<file path="src/rtl/bififo_port_pkg.sv">
package bififo_port_pkg;
   typedef enum logic [2:0] {
      ACC_IDLE    = 3'd0,
      ACC_FIFO_WR = 3'd1,
      ACC_FIFO_RD = 3'd2,
      ACC_MBX_WR  = 3'd3,
      ACC_MBX_RD  = 3'd4
   } acc_e;
endpackage

</file>
<file path="src/rtl/bififo_strobe_decode.sv">
module bififo_strobe_decode
   import bififo_port_pkg::*;
#(
   parameter int READ_LEVEL = 0
) (
   input  logic cs_n,
   input  logic dir,
   input  logic en,
   input  logic mbx_sel,
   input  logic in_rdy,
   input  logic out_rdy,
   input  logic mbx_free,
   output acc_e acc,
   output logic rd_dir
);
   generate
      if (READ_LEVEL == 0) begin : g_rd_low
         assign rd_dir = ~dir;
      end else begin : g_rd_high
         assign rd_dir = dir;
      end
   endgenerate

   always_comb begin
      acc = ACC_IDLE;
      if (!cs_n && en) begin
         if (rd_dir) begin
            if (mbx_sel)      acc = ACC_MBX_RD;
            else if (out_rdy) acc = ACC_FIFO_RD;
         end else begin
            if (mbx_sel) begin
               if (mbx_free)  acc = ACC_MBX_WR;
            end else if (in_rdy) begin
               acc = ACC_FIFO_WR;
            end
         end
      end
   end
endmodule

</file>
<file path="src/rtl/bififo_mailbox_reg.sv">
module bififo_mailbox_reg #(
   parameter int DATA_W = 36
) (
   input  logic              clk,
   input  logic              rst_n,
   input  logic              wr,
   input  logic [DATA_W-1:0] wr_data,
   input  logic              far_rd,
   output logic [DATA_W-1:0] data,
   output logic              flag_n
);
   always_ff @(posedge clk or negedge rst_n) begin
      if (!rst_n) begin
         data   <= '0;
         flag_n <= 1'b1;
      end else begin
         if (wr) begin
            data   <= wr_data;
            flag_n <= 1'b0;
         end else if (far_rd) begin
            flag_n <= 1'b1;
         end
      end
   end
endmodule

</file>
<file path="src/rtl/bififo_rd_path.sv">
module bififo_rd_path #(
   parameter int DATA_W = 36
) (
   input  logic              clk,
   input  logic              rst_n,
   input  logic              ld_fifo,
   input  logic              ld_mbx,
   input  logic [DATA_W-1:0] fifo_data,
   input  logic [DATA_W-1:0] mbx_data,
   output logic [DATA_W-1:0] q
);
   always_ff @(posedge clk or negedge rst_n) begin
      if (!rst_n)       q <= '0;
      else if (ld_mbx)  q <= mbx_data;
      else if (ld_fifo) q <= fifo_data;
   end
endmodule

</file>
<file path="src/rtl/bififo_port_ctrl.sv">
module bififo_port_ctrl
   import bififo_port_pkg::*;
#(
   parameter int DATA_W     = 36,
   parameter int READ_LEVEL = 0
) (
   input  logic              clk,
   input  logic              rst_n,
   input  logic              cs_n,
   input  logic              dir,
   input  logic              en,
   input  logic              mbx_sel,
   input  logic [DATA_W-1:0] bus_in,
   output logic [DATA_W-1:0] bus_out,
   output logic              bus_oe,
   input  logic              ofifo_in_rdy,
   output logic              ofifo_wr_en,
   output logic [DATA_W-1:0] ofifo_wr_data,
   input  logic              ififo_out_rdy,
   input  logic [DATA_W-1:0] ififo_rd_data,
   output logic              ififo_rd_en,
   output logic [DATA_W-1:0] mbx_out_data,
   output logic              mbx_out_flag_n,
   input  logic              far_mbx_rd,
   input  logic [DATA_W-1:0] mbx_in_data,
   output logic              mbx_in_rd
);
   generate
      if (DATA_W < 1) begin : g_bad_width
         $error("DATA_W must be at least 1");
      end
      if (READ_LEVEL != 0 && READ_LEVEL != 1) begin : g_bad_level
         $error("READ_LEVEL must be 0 or 1");
      end
   endgenerate

   acc_e acc;
   logic rd_dir;

   bififo_strobe_decode #(.READ_LEVEL(READ_LEVEL)) dec_i (
      .cs_n     (cs_n),
      .dir      (dir),
      .en       (en),
      .mbx_sel  (mbx_sel),
      .in_rdy   (ofifo_in_rdy),
      .out_rdy  (ififo_out_rdy),
      .mbx_free (mbx_out_flag_n),
      .acc      (acc),
      .rd_dir   (rd_dir)
   );

   assign bus_oe        = !cs_n && rd_dir;
   assign ofifo_wr_en   = (acc == ACC_FIFO_WR);
   assign ofifo_wr_data = bus_in;
   assign ififo_rd_en   = (acc == ACC_FIFO_RD);
   assign mbx_in_rd     = (acc == ACC_MBX_RD);

   bififo_mailbox_reg #(.DATA_W(DATA_W)) mbx_i (
      .clk     (clk),
      .rst_n   (rst_n),
      .wr      (acc == ACC_MBX_WR),
      .wr_data (bus_in),
      .far_rd  (far_mbx_rd),
      .data    (mbx_out_data),
      .flag_n  (mbx_out_flag_n)
   );

   bififo_rd_path #(.DATA_W(DATA_W)) rdp_i (
      .clk       (clk),
      .rst_n     (rst_n),
      .ld_fifo   (ififo_rd_en),
      .ld_mbx    (mbx_in_rd),
      .fifo_data (ififo_rd_data),
      .mbx_data  (mbx_in_data),
      .q         (bus_out)
   );
endmodule

</file>
<file path="config.mk">
export PLATFORM = sky130hd
export DESIGN_NAME = bififo_port_ctrl
export DESIGN_NICKNAME = d
export VERILOG_FILES = /design/src/rtl/bififo_port_pkg.sv /design/src/rtl/bififo_strobe_decode.sv /design/src/rtl/bififo_mailbox_reg.sv /design/src/rtl/bififo_rd_path.sv /design/src/rtl/bififo_port_ctrl.sv
export SDC_FILE = /design/constraint.sdc
export NUM_CORES = 1
export LEC_CHECK = 0
export BUFFER_PORTS_ARGS = -buffer_cell sky130_fd_sc_hd__buf_2
export CAP_MARGIN = 20
export CORE_MARGIN = 3
export CORE_UTILIZATION = 43
export DETAILED_ROUTE_END_ITERATION = 8
export PLACE_DENSITY = 0.81
export REMOVE_ABC_BUFFERS = 1
export SYNTH_ARGS = -nofsm -noshare
export SYNTH_HDL_FRONTEND = slang
export SYNTH_SLANG_ARGS = --single-unit
</file>
<file path="constraint.sdc">
create_clock -name clk -period 1.9 [get_ports clk]
set_input_delay 0 -clock clk [delete_from_list [all_inputs] [get_ports clk]]
set_output_delay 0 -clock clk [all_outputs]
set_load 0.03 [all_outputs]
</file>
# ---- Yosys cells after proc, flatten, opt, wreduce, memory -nomap -nowiden
# Cells that the tools add are included.
# W data, S select, Z words.
dict set report totals {
  input_bits 117
  ff_bits 73
  word_cells 24
  output_inout_bits 113
}
dict set report op_classes {
  mux 11
  n_reduce_logical 5
  n_bitwise 1
  n_eq_ne 4
}
# cell count
set op_table {}
lappend op_table {{$mux W36} 2}
lappend op_table {{$mux W3} 4}
lappend op_table {{$eq A3 B2 Y1 const B} 2}
lappend op_table {{$mux W2} 2}
lappend op_table {{$reduce_bool A2 Y1} 2}
lappend op_table {{$eq A3 B1 Y1 const B} 1}
lappend op_table {{$eq A3 B3 Y1 const B} 1}
lappend op_table {{$mux W1} 3}
lappend op_table {{$logic_and A1 B1 Y1} 2}
lappend op_table {{$logic_not A1 Y1} 1}
lappend op_table {{$not A1 Y1} 1}

# ---- Longest topological paths before layout
dict set report depth {
  ltp_word 7
  depth_mapped 6
  depth_no_buf 4
}

# ---- Modules after synthesis
# A second synthesis with hierarchy kept.
dict set report unflattened {
  hier_cells 283
  area_unflattened_um2 3569.7
}
# module area_each_um2 cells_each n_inst
set modules_own_cells {}
lappend modules_own_cells {bififo_rd_path 1686.6 156 1}
lappend modules_own_cells {bififo_mailbox_reg 1522.7 78 1}
lappend modules_own_cells {bififo_port_ctrl 309.0 41 1}
lappend modules_own_cells {bififo_strobe_decode 51.3 8 1}

# ---- Worst setup path before layout
# Ideal clock, no wire load.
dict set report synth_timing {
  path_type {register to register}
  from {register mbx_i.flag_n}
  to {register mbx_i.data[11]}
  arrival_time_ns 1.431
  stages_incl_launch_ff 5
  n_path_buf 1
  setup_slack_ns 0.344
  period_less_slack_ns 1.556
  required_ns 1.775
  path_cell_list {dfstp_2 nand2_1 nor2_8 buf_6 mux2_2}
}
dict set report synth_via {
  elab_chain_cells 5
}
# item line_no
set synth_lines {}
lappend synth_lines {{start: declaration} bififo_mailbox_reg.sv:10} ;# output logic flag_n
lappend synth_lines {{start signal: assignment} bififo_mailbox_reg.sv:15} ;# flag_n <= 1'b1;
lappend synth_lines {{start signal: assignment} bififo_mailbox_reg.sv:19} ;# flag_n <= 1'b0;
lappend synth_lines {{start signal: assignment} bififo_mailbox_reg.sv:21} ;# flag_n <= 1'b1;
lappend synth_lines {{$mux W2} bififo_strobe_decode.sv:32} ;# if (mbx_free) acc = ACC_MBX_WR;
lappend synth_lines {{$mux W3} bififo_strobe_decode.sv:31} ;# if (mbx_sel) begin
lappend synth_lines {{$mux W3} bififo_strobe_decode.sv:27} ;# if (rd_dir) begin
lappend synth_lines {{$mux W3} bififo_strobe_decode.sv:26} ;# if (!cs_n && en) begin
lappend synth_lines {{$eq A3 B2 Y1} bififo_port_ctrl.sv:61} ;# .wr (acc == ACC_MBX_WR),
lappend synth_lines {{end signal: assignment} bififo_mailbox_reg.sv:18} ;# data <= wr_data;
lappend synth_lines {{end: declaration} bififo_mailbox_reg.sv:9} ;# output logic [DATA_W-1:0] data,
# No other way between the ends.
# A chain may end at the register's enable or synchronous reset.

# ---- Final worst setup path
dict set report layout_timing {
  from {input port mbx_sel}
  to {register rdp_i.q[17]}
}
dict set report layout_via {
  elab_chain_cells 5
}
# item line_no
set layout_lines {}
lappend layout_lines {{start: declaration} bififo_port_ctrl.sv:12} ;# input logic mbx_sel,
lappend layout_lines {{$mux W3, on equally long branches} {bififo_strobe_decode.sv:28, bififo_strobe_decode.sv:31}}
lappend layout_lines {{$mux W3 (*)} bififo_strobe_decode.sv:27}
lappend layout_lines {{$mux W3 (*)} bififo_strobe_decode.sv:26}
lappend layout_lines {{$eq A3 B3 Y1 / $eq A3 B2 Y1 (equally long branches)} {bififo_port_ctrl.sv:56, bififo_port_ctrl.sv:55}}
lappend layout_lines {{$mux W36 / $reduce_bool A2 Y1 (equally long branches)} -}
lappend layout_lines {{end signal: assignment} bififo_rd_path.sv:14} ;# else if (ld_mbx) q <= mbx_data;
lappend layout_lines {{end signal: assignment} bififo_rd_path.sv:15} ;# else if (ld_fifo) q <= fifo_data;
lappend layout_lines {{end: declaration} bififo_rd_path.sv:10} ;# output logic [DATA_W-1:0] q
# Every way passes the cells marked *; elsewhere a longest branch is shown, timed or not.

==> out/metrics.cfg <==
[global_route]
grt_pass1_wl_um=21200
antenna_found_initial=0
grt_max_degree=44
grt_usage_pct=27.4
grt_overflow=0
grt_pass1_vias=3920

[floorplanning]
io_pins=230
die_h_um=98.5
coreArea_sq_um=8260
dieArea_sq_um=9700
num_rows=33
start_util_pct=44.5
die_w_um=98.5

[setup_path]
endpoint_kind=register
crit_arrival_ps=1940
path_max_fanout=37
worst_path_max_delay_cell=and3b_2
worst-setup-path-type=input port to register
cp-start-kind=input port
max_stage_delay_ps=760
r2r_end=mbx_i.data[3]$_DFFE_PN0N_
crit-reg2reg-launch=mbx_i.flag_n$_DFFE_PN1P_
r2r_slack_ps=240
reg2reg_depth=4
required_ps=2110
worstPathCellList=buf_2, nor3b_4, and3b_2, o211ai_1, dlygate4sd3_1

[synth]
synth_top_area_cell=dfrtp_1
synth_area_per_cell_sq_um=11.3
synth_top_cells_by_count=73 x nand2_1, 72 x dfrtp_1, 38 x buf_4
synth_mux_area_share_pct=11.0
synthesis.area_sq_um=3680
synth_enable_flop_cells=0
synth_top_family_by_area=simple AND/OR/NAND/NOR gates
synth.area.top_cells=dfrtp_1 49%, mux2_2 9.2%, nand4b_1 8.6%
synth_top_cell_area_share_pct=49.0
yosys_warnings=0
ys_types=20
ys_seq_elements=73
synthSimpleGateAreaFrac_pct=18.5
synthCells=326
synth-main-ff-cell=dfrtp_1
synth_compound_area_share_pct=8.71
ys_seq_area_share_pct=49.7
postSynth.asyncResetShare_pct=100
synth-xor-area-share_pct=0
synth.most_common_cell=nand2_1
synth_fa_ha_area_share_pct=0

[clock_tree]
clk_pin_slew_worst_paths_ps=80
cts.htree.levels=3
clockBufferDepth=2
clock-sinks=73
clockRootBuffer=clkbuf_8
clk_latency_ps=330
post-cts-setup-buffers=0
cts_made_buffers=9
cts_resized=0
tritoncts=done

[layout]
area_delta_synth_final_pct=61.9
finalInstanceArea_sq_um=5960
n_fill_cell=545
stdcell_count=731
utilization_pct=72.1
layout-drive-gt1-share_pct=47.7
fin_nets=737

[placement]
portBuffers=229
dpl-instance-area_sq_um=4600
dp_hpwl_um=8060
dp_cells=604
pre_cts_ws_ps=262
gp_congestion=0.877

[sta]
setup_viol=0
fin_skew_ps=7.00
setup_ws_ps=173
hold_viol=0
hold_ws_ps=129
setup_tns_ps=0
slew_violations=0
tightestPinTransition_ps=834
slew_headroom_pct=44.4
rsz0062_at_grt=false
fmax_mhz=579
fin_crit_ps=1730
post-route-period-util_pct=90.9

[flow_run]
maxCapViolCount=0

[pwr]
p_leak_nw=2.96
power.total_mw=5.92
p_per_area_nw_per_um2=994
peakVddDrop_mv=0.597

[detailed_routing]
post-route-drc-count=0
dr.pass1.iters=5
post_drt_wl_per_cell_um=18.7
drt-initial-drc-count=212
ant_nets=0
via_per_inst=5.23
routed_wl_um=13700
num_vias=3821

[outcome]
status=finished clean

[worst_hold_path]
hp-class=input port to asynchronous set/reset pin

## layout make-up
cell class	instances	area, sq um	area share [%]
tap	105	131	2.21
timing repair buffer	345	2320	38.9
sequential	73	1830	30.7
clock inverter	6	113	1.89
inverter	1	6.26	0.105
multi-input combinational	190	1420	23.8
antenna	1	2.50	0.0420
clock buffer	10	138	2.31
## kinds of logic (layout without fill, tap and decap cells)
kind of cell           Yosys count  in the layout
and+or+nand+nor                118            118
DFF                             73             73
buffers and inverters           63            362
AOI/OAI and AO/OA               36             36
muxes                           36             36
other                            0              1
## what timing repair did
action,in CTS,in global routing
setup endpoints to repair,0,0
hold buffers,110,0
endpoints found under the hold margin,129,0
## registers in the layout, summed over array words and instances (netlist names)
signal,cells
mbx_i.data,36
rdp_i.q,36
mbx_i.flag_n,1
## critical path: cells and delay by family
| kind | cells | cell delay [ps] |
|---|---|---|
| buf+inv | 2 | 740 |
| compound gates | 1 | 220 |
| simple gates | 2 | 950 |
## routing by layer
layer | up-vias | global-route usage [%] | wire (um)
met5 | - | 0 | 0
met2 | 216 | 49.8 | 7200
met1 | 1869 | 32.8 | 5230
li1 | 1711 | - | -
met3 | 25 | 5.59 | 1010
met4 | 0 | 7.98 | 261
## cell usage in the layout (no fill, tap or decap)
cell | netlist | routed
nand4bb_2 | 0 | 1
and3b_2 | 0 | 1
o211ai_1 | 26 | 26
nand3b_4 | 1 | 1
dlygate4sd3_1 | 0 | 110
clkinv_4 | 0 | 1
o211ai_2 | 10 | 10
bufinv_16 | 0 | 3
nor2_1 | 3 | 3
buf_12 | 0 | 2
inv_6 | 0 | 1
buf_2 | 9 | 228
dfrtp_1 | 72 | 72
dfstp_2 | 1 | 1
mux2_2 | 30 | 30
and3_1 | 1 | 1
clkbuf_8 | 0 | 10
nand4b_1 | 36 | 36
nor3b_4 | 0 | 1
clkinv_2 | 0 | 1
mux2_1 | 6 | 6
buf_4 | 38 | 5
inv_4 | 1 | 1
diode_2 | 0 | 1
nor2_8 | 1 | 1
nand2_1 | 73 | 73
## where the power goes
part / internal [mW] / switching [mW]
registers: 1.90 / 0.211
logic: 0.917 / 1.37
clock network: 0.914 / 0.604
## worst max path at each step
stage                                  start                          to  slack (ps)  depth (start not counted)
finish                               mbx_sel     rdp_i.q[17]$_DFFE_PN0P_         170                          5
global route                         mbx_sel     rdp_i.q[22]$_DFFE_PN0P_         110                          5
CTS                                  mbx_sel     rdp_i.q[23]$_DFFE_PN0P_         230                          5
detailed placement  mbx_i.flag_n$_DFFE_PN1P_  mbx_i.data[27]$_DFFE_PN0N_         260                          4
global placement    mbx_i.flag_n$_DFFE_PN1P_  mbx_i.data[22]$_DFFE_PN0N_         320                          4
floorplan                            mbx_sel      rdp_i.q[0]$_DFFE_PN0P_        -810                          3
Power figures use the tool's default switching activity.
